**src/rtl/ccs_pkg.sv**
```systemverilog
package ccs_pkg;

  typedef enum logic [1:0] {
    PH_VIDEO = 2'd0,
    PH_CTRL  = 2'd1,
    PH_HSK   = 2'd2
  } phase_e;

  localparam int unsigned N_TIMERS  = 2;
  localparam int unsigned TMR_START = 0;
  localparam int unsigned TMR_END   = 1;

endpackage

```
**src/rtl/ccs_edge_detect.sv**
```systemverilog
module ccs_edge_detect (
  input  logic clk,
  input  logic rst_n,
  input  logic sig,
  input  logic rise_sel,
  output logic hit
);

  logic d1_q;
  logic armed_q;

  // The first sample after reset only primes the history register.
  always_ff @(posedge clk or negedge rst_n) begin
    if (!rst_n) begin
      d1_q    <= 1'b0;
      armed_q <= 1'b0;
    end else begin
      d1_q    <= sig;
      armed_q <= 1'b1;
    end
  end

  always_comb begin
    if (rise_sel) hit = armed_q & sig & ~d1_q;
    else          hit = armed_q & ~sig & d1_q;
  end

endmodule

```
**src/rtl/ccs_idle_timer.sv**
```systemverilog
module ccs_idle_timer #(
  parameter int unsigned DIV_W   = 4,
  parameter int unsigned DIV_MAX = 10,
  parameter int unsigned CNT_W   = 4
) (
  input  logic             clk,
  input  logic             rst_n,
  input  logic             run,
  input  logic             clear,
  input  logic [DIV_W-1:0] div_code,
  input  logic [CNT_W-1:0] cnt_code,
  output logic             expire
);

  localparam int unsigned PRE_W = (DIV_MAX < 1) ? 1 : DIV_MAX;
  localparam logic [PRE_W:0] ONE_W = {{PRE_W{1'b0}}, 1'b1};
  localparam logic [DIV_W-1:0] DIV_CAP = DIV_W'(DIV_MAX);

  logic [DIV_W-1:0] div_eff;
  logic [PRE_W:0]   span_w;
  logic [PRE_W:0]   lim_w;
  logic [PRE_W-1:0] pre_lim;
  logic [PRE_W-1:0] pre_q;
  logic [CNT_W-1:0] cnt_q;
  logic             tick;

  // Divider codes beyond the supported range are clamped to the slowest rate.
  assign div_eff = (div_code > DIV_CAP) ? DIV_CAP : div_code;
  assign span_w  = ONE_W << div_eff;
  assign lim_w   = span_w - ONE_W;
  assign pre_lim = lim_w[PRE_W-1:0];

  assign tick   = run & ~clear & (pre_q == pre_lim);
  assign expire = tick & (cnt_q == cnt_code);

  always_ff @(posedge clk or negedge rst_n) begin
    if (!rst_n) begin
      pre_q <= '0;
      cnt_q <= '0;
    end else if (clear) begin
      pre_q <= '0;
      cnt_q <= '0;
    end else if (run) begin
      if (pre_q == pre_lim) begin
        pre_q <= '0;
        cnt_q <= expire ? '0 : cnt_q + 1'b1;
      end else begin
        pre_q <= pre_q + 1'b1;
      end
    end
  end

  // a restart leaves the prescaler at its start point.
  assert_restart_zero_R4: assert property (@(posedge clk) disable iff (!rst_n)
    clear |=> (pre_q == '0) && (cnt_q == '0));

endmodule

```
**src/rtl/ccs_hsk_burst.sv**
```systemverilog
module ccs_hsk_burst #(
  parameter int unsigned SHORT_LEN = 546,
  parameter int unsigned LONG_LEN  = 1090
) (
  input  logic clk,
  input  logic rst_n,
  input  logic start,
  input  logic long_sel,
  output logic active,
  output logic done
);

  localparam int unsigned IDX_W = $clog2(LONG_LEN);
  localparam logic [IDX_W-1:0] SHORT_LAST = IDX_W'(SHORT_LEN - 1);
  localparam logic [IDX_W-1:0] LONG_LAST  = IDX_W'(LONG_LEN - 1);

  logic             active_q;
  logic             sel_q;
  logic [IDX_W-1:0] idx_q;
  logic [IDX_W-1:0] last_idx;

  // The length select is captured when the burst starts.
  assign last_idx = sel_q ? LONG_LAST : SHORT_LAST;
  assign done     = active_q & (idx_q == last_idx);
  assign active   = active_q;

  always_ff @(posedge clk or negedge rst_n) begin
    if (!rst_n) begin
      active_q <= 1'b0;
      sel_q    <= 1'b0;
      idx_q    <= '0;
    end else if (start && !active_q) begin
      active_q <= 1'b1;
      sel_q    <= long_sel;
      idx_q    <= '0;
    end else if (active_q) begin
      if (done) begin
        active_q <= 1'b0;
        idx_q    <= '0;
      end else begin
        idx_q <= idx_q + 1'b1;
      end
    end
  end

  // a burst only ever ends after one of the two legal word counts.
  assert_burst_len_R7: assert property (@(posedge clk) disable iff (!rst_n)
    $fell(active_q) |-> ($past(idx_q) == SHORT_LAST) || ($past(idx_q) == LONG_LAST));

endmodule

```
**src/rtl/ccs_sequencer.sv**
```systemverilog
module ccs_sequencer #(
  parameter int unsigned DIV_W     = 4,
  parameter int unsigned DIV_MAX   = 10,
  parameter int unsigned CNT_W     = 4,
  parameter int unsigned SHORT_LEN = 546,
  parameter int unsigned LONG_LEN  = 1090
) (
  input  logic             clk,
  input  logic             rst_n,
  input  logic             vsync,
  input  logic             vsync_rise_sel,
  input  logic             host_act,
  input  logic [DIV_W-1:0] start_div,
  input  logic [CNT_W-1:0] start_cnt,
  input  logic [DIV_W-1:0] end_div,
  input  logic [CNT_W-1:0] end_cnt,
  input  logic             hsk_long_sel,
  output logic             chan_open,
  output logic [1:0]       phase,
  output logic             hsk_word
);

  import ccs_pkg::*;

  phase_e phase_q, phase_d;
  logic   edge_hit;
  logic   seen_q;
  logic   in_ctrl;
  logic   enter;
  logic   tmr_clear;
  logic   close;
  logic   burst_done;
  logic   burst_active;

  logic [N_TIMERS-1:0]            t_run;
  logic [N_TIMERS-1:0]            t_exp;
  logic [N_TIMERS-1:0][DIV_W-1:0] t_div;
  logic [N_TIMERS-1:0][CNT_W-1:0] t_cnt;

  ccs_edge_detect u_edge (
    .clk      (clk),
    .rst_n    (rst_n),
    .sig      (vsync),
    .rise_sel (vsync_rise_sel),
    .hit      (edge_hit)
  );

  assign in_ctrl   = (phase_q == PH_CTRL);
  assign enter     = (phase_q == PH_VIDEO) & edge_hit;
  assign tmr_clear = enter | (in_ctrl & host_act);

  assign t_div[TMR_START] = start_div;
  assign t_cnt[TMR_START] = start_cnt;
  assign t_div[TMR_END]   = end_div;
  assign t_cnt[TMR_END]   = end_cnt;
  assign t_run[TMR_START] = in_ctrl & ~seen_q;
  assign t_run[TMR_END]   = in_ctrl & seen_q;

  // One inactivity timer per window stage.
  for (genvar t = 0; t < N_TIMERS; t++) begin : g_tmr
    ccs_idle_timer #(
      .DIV_W   (DIV_W),
      .DIV_MAX (DIV_MAX),
      .CNT_W   (CNT_W)
    ) u_tmr (
      .clk      (clk),
      .rst_n    (rst_n),
      .run      (t_run[t]),
      .clear    (tmr_clear),
      .div_code (t_div[t]),
      .cnt_code (t_cnt[t]),
      .expire   (t_exp[t])
    );
  end

  assign close = in_ctrl & (|t_exp);

  ccs_hsk_burst #(
    .SHORT_LEN (SHORT_LEN),
    .LONG_LEN  (LONG_LEN)
  ) u_burst (
    .clk      (clk),
    .rst_n    (rst_n),
    .start    (close),
    .long_sel (hsk_long_sel),
    .active   (burst_active),
    .done     (burst_done)
  );

  always_comb begin
    phase_d = phase_q;
    unique case (phase_q)
      PH_VIDEO: if (edge_hit)   phase_d = PH_CTRL;
      PH_CTRL:  if (close)      phase_d = PH_HSK;
      PH_HSK:   if (burst_done) phase_d = PH_VIDEO;
      default:                  phase_d = PH_VIDEO;
    endcase
  end

  always_ff @(posedge clk or negedge rst_n) begin
    if (!rst_n) begin
      phase_q <= PH_VIDEO;
      seen_q  <= 1'b0;
    end else begin
      phase_q <= phase_d;
      if (enter)                     seen_q <= 1'b0;
      else if (in_ctrl && host_act)  seen_q <= 1'b1;
    end
  end

  assign chan_open = in_ctrl;
  assign phase     = phase_q;
  assign hsk_word  = burst_active;

  // an active edge in video opens the window on the next cycle.
  assert_edge_opens_R1: assert property (@(posedge clk) disable iff (!rst_n)
    ((phase_q == PH_VIDEO) && edge_hit) |=> (phase_q == PH_CTRL));

  // the open flag only rises on the step from video to control.
  assert_open_rise_R2: assert property (@(posedge clk) disable iff (!rst_n)
    $rose(chan_open) |-> (phase == 2'd1) && ($past(phase) == 2'd0));

  // host activity keeps the window open.
  assert_activity_holds_R4: assert property (@(posedge clk) disable iff (!rst_n)
    (in_ctrl && host_act) |=> (phase_q == PH_CTRL));

  // the handshake burst runs in step with the handshake phase.
  assert_burst_in_hsk_R7: assert property (@(posedge clk) disable iff (!rst_n)
    (phase_q == PH_HSK) |-> burst_active);

  // the handshake phase can only return to video.
  assert_hsk_exit_R8: assert property (@(posedge clk) disable iff (!rst_n)
    (phase_q == PH_HSK) |=> (phase_q == PH_HSK) || (phase_q == PH_VIDEO));

endmodule

```
**config.mk**
```make
export PLATFORM = sky130hd
export DESIGN_NAME = ccs_sequencer
export DESIGN_NICKNAME = d
export VERILOG_FILES = /design/src/rtl/ccs_pkg.sv /design/src/rtl/ccs_edge_detect.sv /design/src/rtl/ccs_idle_timer.sv /design/src/rtl/ccs_hsk_burst.sv /design/src/rtl/ccs_sequencer.sv
export SDC_FILE = /design/constraint.sdc
export NUM_CORES = 1
export LEC_CHECK = 0
export BUFFER_PORTS_ARGS = -buffer_cell sky130_fd_sc_hd__buf_2
export CAP_MARGIN = 10
export CORE_AREA = 2 2 80 82
export CTS_BUF_LIST = sky130_fd_sc_hd__clkbuf_8
export CTS_CLUSTER_DIAMETER = 50
export DETAILED_ROUTE_END_ITERATION = 16
export DIE_AREA = 0 0 82 84
export PLACE_DENSITY = 0.71
export SLEW_MARGIN = 20
export SYNTH_ARGS = -nofsm -noshare
export SYNTH_HDL_FRONTEND = slang
export SYNTH_SLANG_ARGS = --single-unit
```
**constraint.sdc**
```tcl
create_clock -name clk -period 4.2 [get_ports clk]
set_clock_uncertainty 0.05 [all_clocks]
set_input_delay 0.21 -clock clk [delete_from_list [all_inputs] [get_ports clk]]
set_output_delay 0.21 -clock clk [all_outputs]
set_load 0.01 [all_outputs]
```
# == Yosys cells after proc, flatten, opt, wreduce, memory -nomap -nowiden ==
# Index checks and enable logic that the tools add are counted.
# op_classes
add_sub_neg,7
magnitude_cmp,2
eq_ne,10
shifts,2
n_mux,30
bitwise_logic,21
reduce_logical,14
# op_table
cell,count
10-bit 2-to-1 mux,6
11-bit 2-to-1 mux,4
4-bit 2-to-1 mux,10
"10-bit by 1-bit adder with 10-bit output, second input constant",2
10-bit == test,2
"1-bit by 4-bit << shifter with 10-bit output, first input constant",2
"10-bit by 1-bit subtractor with 10-bit output, second input constant",2
1-bit AND,16
2-bit nonzero test,6
"11-bit by 1-bit adder with 11-bit output, second input constant",1
11-bit == test,1
"4-bit by 1-bit adder with 4-bit output, second input constant",2
4-bit == test,2
"4-bit > comparator, second input constant",2
1-bit 2-to-1 mux,6
2-bit 2-to-1 mux,3
2-bit one-hot mux with 3 select lines,1
"2-bit != test, second input constant",2
1-bit inverter,4
2-bit AND reduction,2
3-bit AND reduction,1
"2-bit by 1-bit == test with 1-bit output, second input constant",1
"2-bit == test, second input constant",1
1-bit logical AND,2
5 further kinds,5
# word_totals
reg_bits,46
in_bits,22
out_inout_bits,4
elab_cells,97

# == Depth between registers and ports, before layout ==
# Gate-level depths: netlist of the first run.
# logic_depth
ltp_word,14
depth_mapped,12
mapped_depth_nobuf,9

# == Cells and area by module ==
# From an unflattened synthesis of the first run, not the netlist that was laid out.
# hier_totals
hier_cells,362
hier_area_um2,3298.2
# by_module_without_submodules
mod,instances,cells_each,area_each_um2,seq_area_each_um2
ccs_idle_timer at g_tmr[1].u_tmr,1,136,1176.1,350.3
ccs_idle_timer at g_tmr[0].u_tmr,1,133,1167.4,350.3
ccs_hsk_burst,1,66,710.7,325.3
ccs_sequencer,1,21,166.4,75.1
ccs_edge_detect,1,6,77.6,50.0

# == Least setup slack after synthesis of the first run ==
# Ideal clock, no wire load.
# synth_timing
path_type,input to register
start,input start_div[1]
end,register g_tmr[0].u_tmr.cnt_q[1]
setup_time_ns,0.128
arrival_ns,2.673
required_time_ns,4.022
path_slack_ns,1.349
path_stages,10
path_buffers,2
path_cell_list,or4_1 > ha_1 > clkbuf_1 > or4_1 > a21o_1 > o221ai_1 > nand4_2 > a31oi_1 > buf_2 > o22ai_1
# synth_via
elab_chain_cells,11
word_cells_on_any_way,13
cone_classes,1 x add/sub; 1 x order compare; 1 x eq/ne; 1 x shift; 5 x mux; 2 x bitwise; 2 x reduce/logical
# synth_lines
element,line_no,source
from (decl),ccs_sequencer.sv:13,"input logic [DIV_W-1:0] start_div,"
4-bit > comparator,ccs_idle_timer.sv:28,assign div_eff = (div_code > DIV_CAP) ? DIV_CAP : div_code;
4-bit 2-to-1 mux (*),ccs_idle_timer.sv:28,
1-bit by 4-bit << shifter with 10-bit output (*),ccs_idle_timer.sv:29,assign span_w = ONE_W << div_eff;
10-bit by 1-bit subtractor with 10-bit output (*),ccs_idle_timer.sv:30,assign lim_w = span_w - ONE_W;
10-bit == test (*),"ccs_idle_timer.sv:33, ccs_idle_timer.sv:44",
1-bit AND,ccs_idle_timer.sv:33,assign tick = run & ~clear & (pre_q == pre_lim);
1-bit AND,ccs_idle_timer.sv:34,assign expire = tick & (cnt_q == cnt_code);
4-bit 2-to-1 mux,ccs_idle_timer.sv:46,cnt_q <= expire ? '0 : cnt_q + 1'b1;
4-bit 2-to-1 mux,ccs_idle_timer.sv:44,if (pre_q == pre_lim) begin
4-bit 2-to-1 mux,ccs_idle_timer.sv:43,end else if (run) begin
4-bit 2-to-1 mux,ccs_idle_timer.sv:40,end else if (clear) begin
to (signal assigned),ccs_idle_timer.sv:46,
to (decl),ccs_idle_timer.sv:24,logic [CNT_W-1:0] cnt_q;
# Every way passes the cells marked *; elsewhere a longest branch is shown, timed or not. The select of a mux whose other input is x is not followed.
# A chain may end at the register's enable or synchronous reset.

# == Final worst setup path of the first run ==
# layout_timing
start,input start_div[3]
end,register u_burst.idx_q[2]
# layout_via
elab_chain_cells,11
word_cells_on_any_way,12
cone_classes,1 x add/sub; 1 x order compare; 1 x eq/ne; 1 x shift; 2 x mux; 3 x bitwise; 3 x reduce/logical
# layout_lines
element,line_no,source
4-bit > comparator,ccs_idle_timer.sv:28,
4-bit 2-to-1 mux (*),ccs_idle_timer.sv:28,
1-bit by 4-bit << shifter with 10-bit output (*),ccs_idle_timer.sv:29,
10-bit by 1-bit subtractor with 10-bit output (*),ccs_idle_timer.sv:30,
10-bit == test (*),ccs_idle_timer.sv:33,
1-bit AND (*),ccs_idle_timer.sv:33,
1-bit AND (*),ccs_idle_timer.sv:34,
2-bit OR reduction (*),ccs_sequencer.sv:76,assign close = in_ctrl & (|t_exp);
1-bit AND (*),ccs_sequencer.sv:76,
1-bit logical AND (*),ccs_hsk_burst.sv:32,end else if (start && !active_q) begin
11-bit 2-to-1 mux or 2-bit nonzero test (tied branches),-,
to (signal assigned),ccs_hsk_burst.sv:41,idx_q <= idx_q + 1'b1;
to (decl),ccs_hsk_burst.sv:19,logic [IDX_W-1:0] idx_q;
# Every way passes the cells marked *; elsewhere a longest branch is shown, timed or not.

==> results of run 1 <==
==> flip-flops by register name, summed over array words and instances, names as in the netlist <==
name and count:
seen_q 1, u_edge.armed_q 1, phase 2, u_edge.d1_q 1
u_burst.sel_q 1, u_burst.active 1, g_tmr.u_tmr.cnt_q 8, g_tmr.u_tmr.pre_q 20
u_burst.idx_q 11
==> cell usage after synthesis (6+ instances only) <==
cell type	instances
a21oi_1	13
and3_1	9
nand2_1	32
o22ai_1	7
clkbuf_1	6
inv_1	17
nand3_1	19
a31oi_1	7
dfrtp_1	46
nor2_1	32
xor2_1	18
nand3b_1	7
nand4_1	6
o21ai_0	9
xnor2_1	19
or3_1	6
ha_1	8
==> stage by stage <==
step / hold WS [ns] / instances / utilization / area [sq um] / setup slack (ns)
6_report: 0.0988 / 453 / 0.557 / 3390 / 1.23
5_1_grt: 0.0898 / 453 / 0.557 / 3390 / 1.07
4_1_cts: 0.0693 / 452 / 0.555 / 3380 / 1.21
3_5_place_dp: 0.300 / 443 / 0.538 / 3280 / 0.885
3_3_place_gp: 0.292 / 443 / 0.538 / 3280 / 1.01
2_1_floorplan: -0.136 / 353 / - / 3130 / 1.35
==> worst paths after layout <==
path                                      endpoint  slack (ns)  cells after the start
hold reg to reg                      u_burst.sel_q        0.47                      1
min in group asynchronous  g_tmr[1].u_tmr.pre_q[3]        0.40                      2
setup / recovery                  u_burst.idx_q[2]        1.23                      9
setup reg to reg                     u_burst.sel_q        1.56                      6
max in group asynchronous  g_tmr[0].u_tmr.pre_q[0]        3.31                      2
hold / removal                       u_burst.sel_q         0.1                      2
==> cell type report <==
cell class              count  area [sq um]
fillers                   573          2700
multi-input cells         277          1840
flip-flops and latches     46          1150
repair buffers             28           155
well taps                  77          96.3
clock buffers               6          82.6
inverters                  17          63.8
clock inverters             2          8.76
==> logic make-up after synthesis <==
kind of cell             after synthesis  synth area share
multiplexers                           5            0.0164
buffers and inverters                 30            0.0444
AO/OA/AOI/OAI                         79             0.183
flip-flops                            46             0.368
XOR/XNOR                              37             0.104
AND/OR/NAND/NOR                      147             0.251
other                                  1           0.00120
adder cells (fa/ha/maj)                8            0.0320
==> power by group through the flow <==
stage	registers, mW	logic (mW)	clock network, mW
global placement	0.609	0.306	0
detailed placement	0.612	0.319	0
finish	0.605	0.319	0.270
CTS	0.604	0.322	0.282
floorplan	0.583	0.254	0
global route	0.617	0.367	0.303
==> metal layers <==
layer  routed length, um  GRT usage  part of all wire  up-vias
met5                   0          0                 0        -
met4                  85     0.0591             0.013        0
met3                 212     0.0335             0.034        9
met2                3040      0.336              0.48       40
met1                2970      0.265              0.47     1252
li1                    -          -                 -     1319
==> critical path: cells and delay by family <==
kind	cells	cell delay, ns
adders and majority gates	1	0.36
and+or+nand+nor	3	1.40
AOI/OAI and AO/OA	4	0.92
buffers and inverters	1	0.18
==> flow_summary.ini, run 1 <==
[outcome]
status = complete, no violations

[clock_tree]
cts_max_level = 2
cts.repair.resized = 0
cts_sinks = 46
postCtsSetupBuffers = 0
cts.hold.buffers_added = 1
cts_buffers = 5
cts_root_buffer = clkbuf_8
insertion_delay_ns = 0.30
clkTransAtPathRegs_ns = 0.08
cts_tree = done
cts_max_path_buffers = 2

[place]
post-dp-hpwl_um = 4690
place.gp.congestion = 0.812
port_buffers = 25

[critical_path]
crit_path_end_kind = flop
worstPathRequired_ns = 4.30
startpoint = start_div[3]
path_cells = buf_2 > or4_1 > ha_1 > or4_1 > a21o_1 > o221ai_1 > nand4_2 > o211ai_2 > a31oi_1
max_stage_delay_ns = 0.58
cp_slowest_cell = or4_1
crit_top_cell = or4_1
r2r-start = phase[1]
cp_max_fo = 15
setup.worst_path.start_class = input pin
worstPathArrival_ns = 3.08
path_class = in2reg

[power_and_ir_drop]
p_int_uw = 790
switching_share = 0.338
power_density_nw_per_um2 = 352
comb_power_share = 0.267
finalPower_mw = 1.19
ir_worst_vdd_v = 0.000269
p_leak_nw = 1.49
switching_power_uw = 404
clkPwrFrac = 0.226
p_seq_frac = 0.507

[floorplan]
pin_count = 26
die-height_um = 84
start_util = 0.513
die_area_sq_um = 6890
die_w_um = 82
coreArea_sq_um = 6100
rows = 29

[global_route]
grtUsageTotal = 0.201
overflow = 0
grt_pass1_vias = 2460
antenna_found_initial = 0
grt_pass1_wl_um = 10900
grt_max_degree = 47

[synth]
netlist_area_sq_um = 3130
synth_nets = 383
synth_area_leaders = dfrtp_1 37%, xnor2_1 5.3%, xor2_1 5.0%, nand2_1 3.8%, nor2_1 3.8%
synth-seq-cells = 46
ys_dominant_reg_cell = dfrtp_1
synthArstFlopShare = 1.00
syn_inst = 353
seq_area_frac_synth = 0.368
synth_top_area_cell = dfrtp_1
synthDistinctLibCells = 57
yosysWarnings = 0
synth_edf_count = 0
netlist.area_leader.share = 0.368
synth_area_per_cell_sq_um = 8.85

[drt]
drc = 0
ant_nets = 0
drt-vias-per-instance = 5.78
vias = 2620
totalWireLength_um = 6310
wl_per_cell_um = 13.9
dr.pass1.iters = 4
drt-initial-drc-count = 125

[layout]
layout_commonest_cell = dfrtp_1
n_antenna_cell = 0
layout.nets = 405
drive_above_1_share = 0.114
syn2layout_area_growth_pct = 8.57
final_cell_mix = 46 x dfrtp_1, 32 x nor2_1, 32 x nand2_1, 24 x buf_2

[sta]
worst_pin_slew_ns = 0.678
finalCriticalPeriod_ns = 2.97
timing.final.crit_share = 0.708
slew_headroom = 0.545
drv_slew = 0
fmax_mhz = 336
setup_tns_ns = 0
finalSetupViolations = 0
hold_violations = 0
rsz0062_at_grt = false

[worst_hold_path]
hp-class = in2reg
min_from = hsk_long_sel

[run]
cap_viol_max_count = 0
Note: power is estimated with default switching activity, not from simulation.
==> run 2: changes to the inputs <==
==> constraint.sdc (replaced) <==
create_clock -name clk -period 2.8 [get_ports clk]
set_clock_uncertainty 0.05 [all_clocks]
set_input_delay 0.14 -clock clk [delete_from_list [all_inputs] [get_ports clk]]
set_output_delay 0.14 -clock clk [all_outputs]
set_load 0.01 [all_outputs]
==> run 2 against run 1 <==
Effect of this change:
- worst setup slack worse by 0.95 ns
- via count grew 3.1%
- total power increased by 51%
- final cell count rose by 3.8%
- critical path depth is 1 higher
- sequential share of layout area is 1.3 points lower
- hold slack worse by 0.076 ns
- non-clock buffer count increased by 17
- highest routed layer unchanged
==> flow_summary.ini, run 2 (synthesis results as in run 1) <==
[clock_tree]
cts_root_buffer = clkbuf_8
cts_buffers = 5
cts_sinks = 46
cts_tree = done
insertion_delay_ns = 0.30
cts_max_level = 2
clkTransAtPathRegs_ns = 0.08
cts_max_path_buffers = 2

[layout]
layout.nets = 422
nFillCells = 545
reg_top3 = g_tmr.u_tmr.pre_q (20), u_burst.idx_q (11), g_tmr.u_tmr.cnt_q (8)
drive_above_1_share = 0.153
syn2layout_area_growth_pct = 13.1
largest-register = g_tmr.u_tmr.pre_q
final_cell_mix = 46 x dfrtp_1, 32 x nor2_1, 32 x nand2_1, 24 x buf_2
n_antenna_cell = 0
largest_reg_flops = 20
layout_commonest_cell = dfrtp_1
stdcell_count = 470

[sta]
fmax_mhz = 396
setup_tns_ns = 0
finalSetupViolations = 0
slew_headroom = 0.526
drv_slew = 0
timing.final.crit_share = 0.903
worst_pin_slew_ns = 0.704
rsz0062_at_grt = false
finalWorstSetupSlack_ns = 0.273
hold_ws_ns = 0.0228
finalCriticalPeriod_ns = 2.53
hold_violations = 0

[place]
post-place-ws_ns = 0.000436
port_buffers = 25
post-dp-hpwl_um = 4700
dp_cells = 460
place.gp.congestion = 0.797

[critical_path]
setup.worst_path.start_class = input pin
worstPathArrival_ns = 2.67
crit_end = phase[0]
r2r-start = phase[1]
cp_max_fo = 6
regToRegSetupSlack_ns = 0.29
path_class = in2reg
worstPathRequired_ns = 2.94
r2r_cells = 6
r2r_end = u_burst.sel_q
startpoint = start_div[1]
crit_path_end_kind = flop

[global_route]
grtUsageTotal = 0.203
grt_max_degree = 47
overflow = 0
grt_pass1_vias = 2573
grt_pass1_wl_um = 11200
antenna_found_initial = 0

[drt]
ant_nets = 0
totalWireLength_um = 6420
drc = 0
vias = 2701
wl_per_cell_um = 13.7
drt-initial-drc-count = 117
drt-vias-per-instance = 5.75
dr.pass1.iters = 4

[floorplan]
die-height_um = 84
rows = 29
pin_count = 26
die_area_sq_um = 6890
start_util = 0.513
die_w_um = 82
coreArea_sq_um = 6100

[worst_hold_path]
hp-class = in2reg

[run]
cap_viol_max_count = 0

[outcome]
status = complete, no violations

[power_and_ir_drop]
ir_worst_vdd_v = 0.000372
power_density_nw_per_um2 = 512
p_leak_nw = 1.57
## run 2: layout make-up
cell class	count	area, sq um	area share
Inverter	17	63.8	0.0181
Sequential cell	46	1150	0.326
Multi-Input combinational cell	277	1840	0.519
Clock buffer	6	82.6	0.0234
Tap cell	77	96.3	0.0273
Timing Repair Buffer	45	295	0.0836
Clock inverter	2	8.76	0.00248
## run 2: worst min-delay path by stage
stage | from | cells after the start | slack, ns | to
finish | hsk_long_sel | 2 | 0.02 | u_burst.sel_q
global route | hsk_long_sel | 2 | 0.03 | u_burst.sel_q
CTS | rst_n | 1 | 0.004 | g_tmr[1].u_tmr.pre_q[3]
detailed placement | vsync | 1 | 0.23 | u_edge.d1_q
floorplan | rst_n | 0 | -0.21 | g_tmr[0].u_tmr.cnt_q[0]
global placement | vsync | 1 | 0.22 | u_edge.d1_q
## run 2: stage by stage
stage,utilization,area (sq um),power (mW)
2_1_floorplan,-,3130,1.26
3_3_place_gp,0.561,3420,1.38
3_5_place_dp,0.561,3420,1.41
4_1_cts,0.578,3520,1.82
5_1_grt,0.580,3530,1.94
6_report,0.580,3530,1.81
## run 2: timing repair
item | CTS | global route
hold buffers | 1 | 1
resized for setup | 0 | 0
endpoints found under the hold margin | 1 | 46
setup buffers | 0 | 0
## run 2: where the power goes
group          switching, mW  internal [mW]  total, mW
clock                  0.218          0.196      0.413
sequential             0.134          0.767      0.901
combinational          0.259          0.234      0.494
total                  0.611           1.20       1.81
## run 2: routing by layer
metal	up-vias	routed length [um]	share of wire	GRT usage
met5	-	0	0	0
met4	0	88	0.014	0.0697
met3	7	183	0.028	0.0238
met2	37	3080	0.48	0.336
met1	1303	3080	0.48	0.271
li1	1354	-	-	-
## run 2: critical path, stage by stage
cell	delay, ns
buf_2	0.10
or4_1	0.56
ha_1	0.26
or4_1	0.56
a21o_1	0.18
o221ai_1	0.08
nand4_2	0.24
buf_4	0.20
o21a_1	0.17
a22o_1	0.17
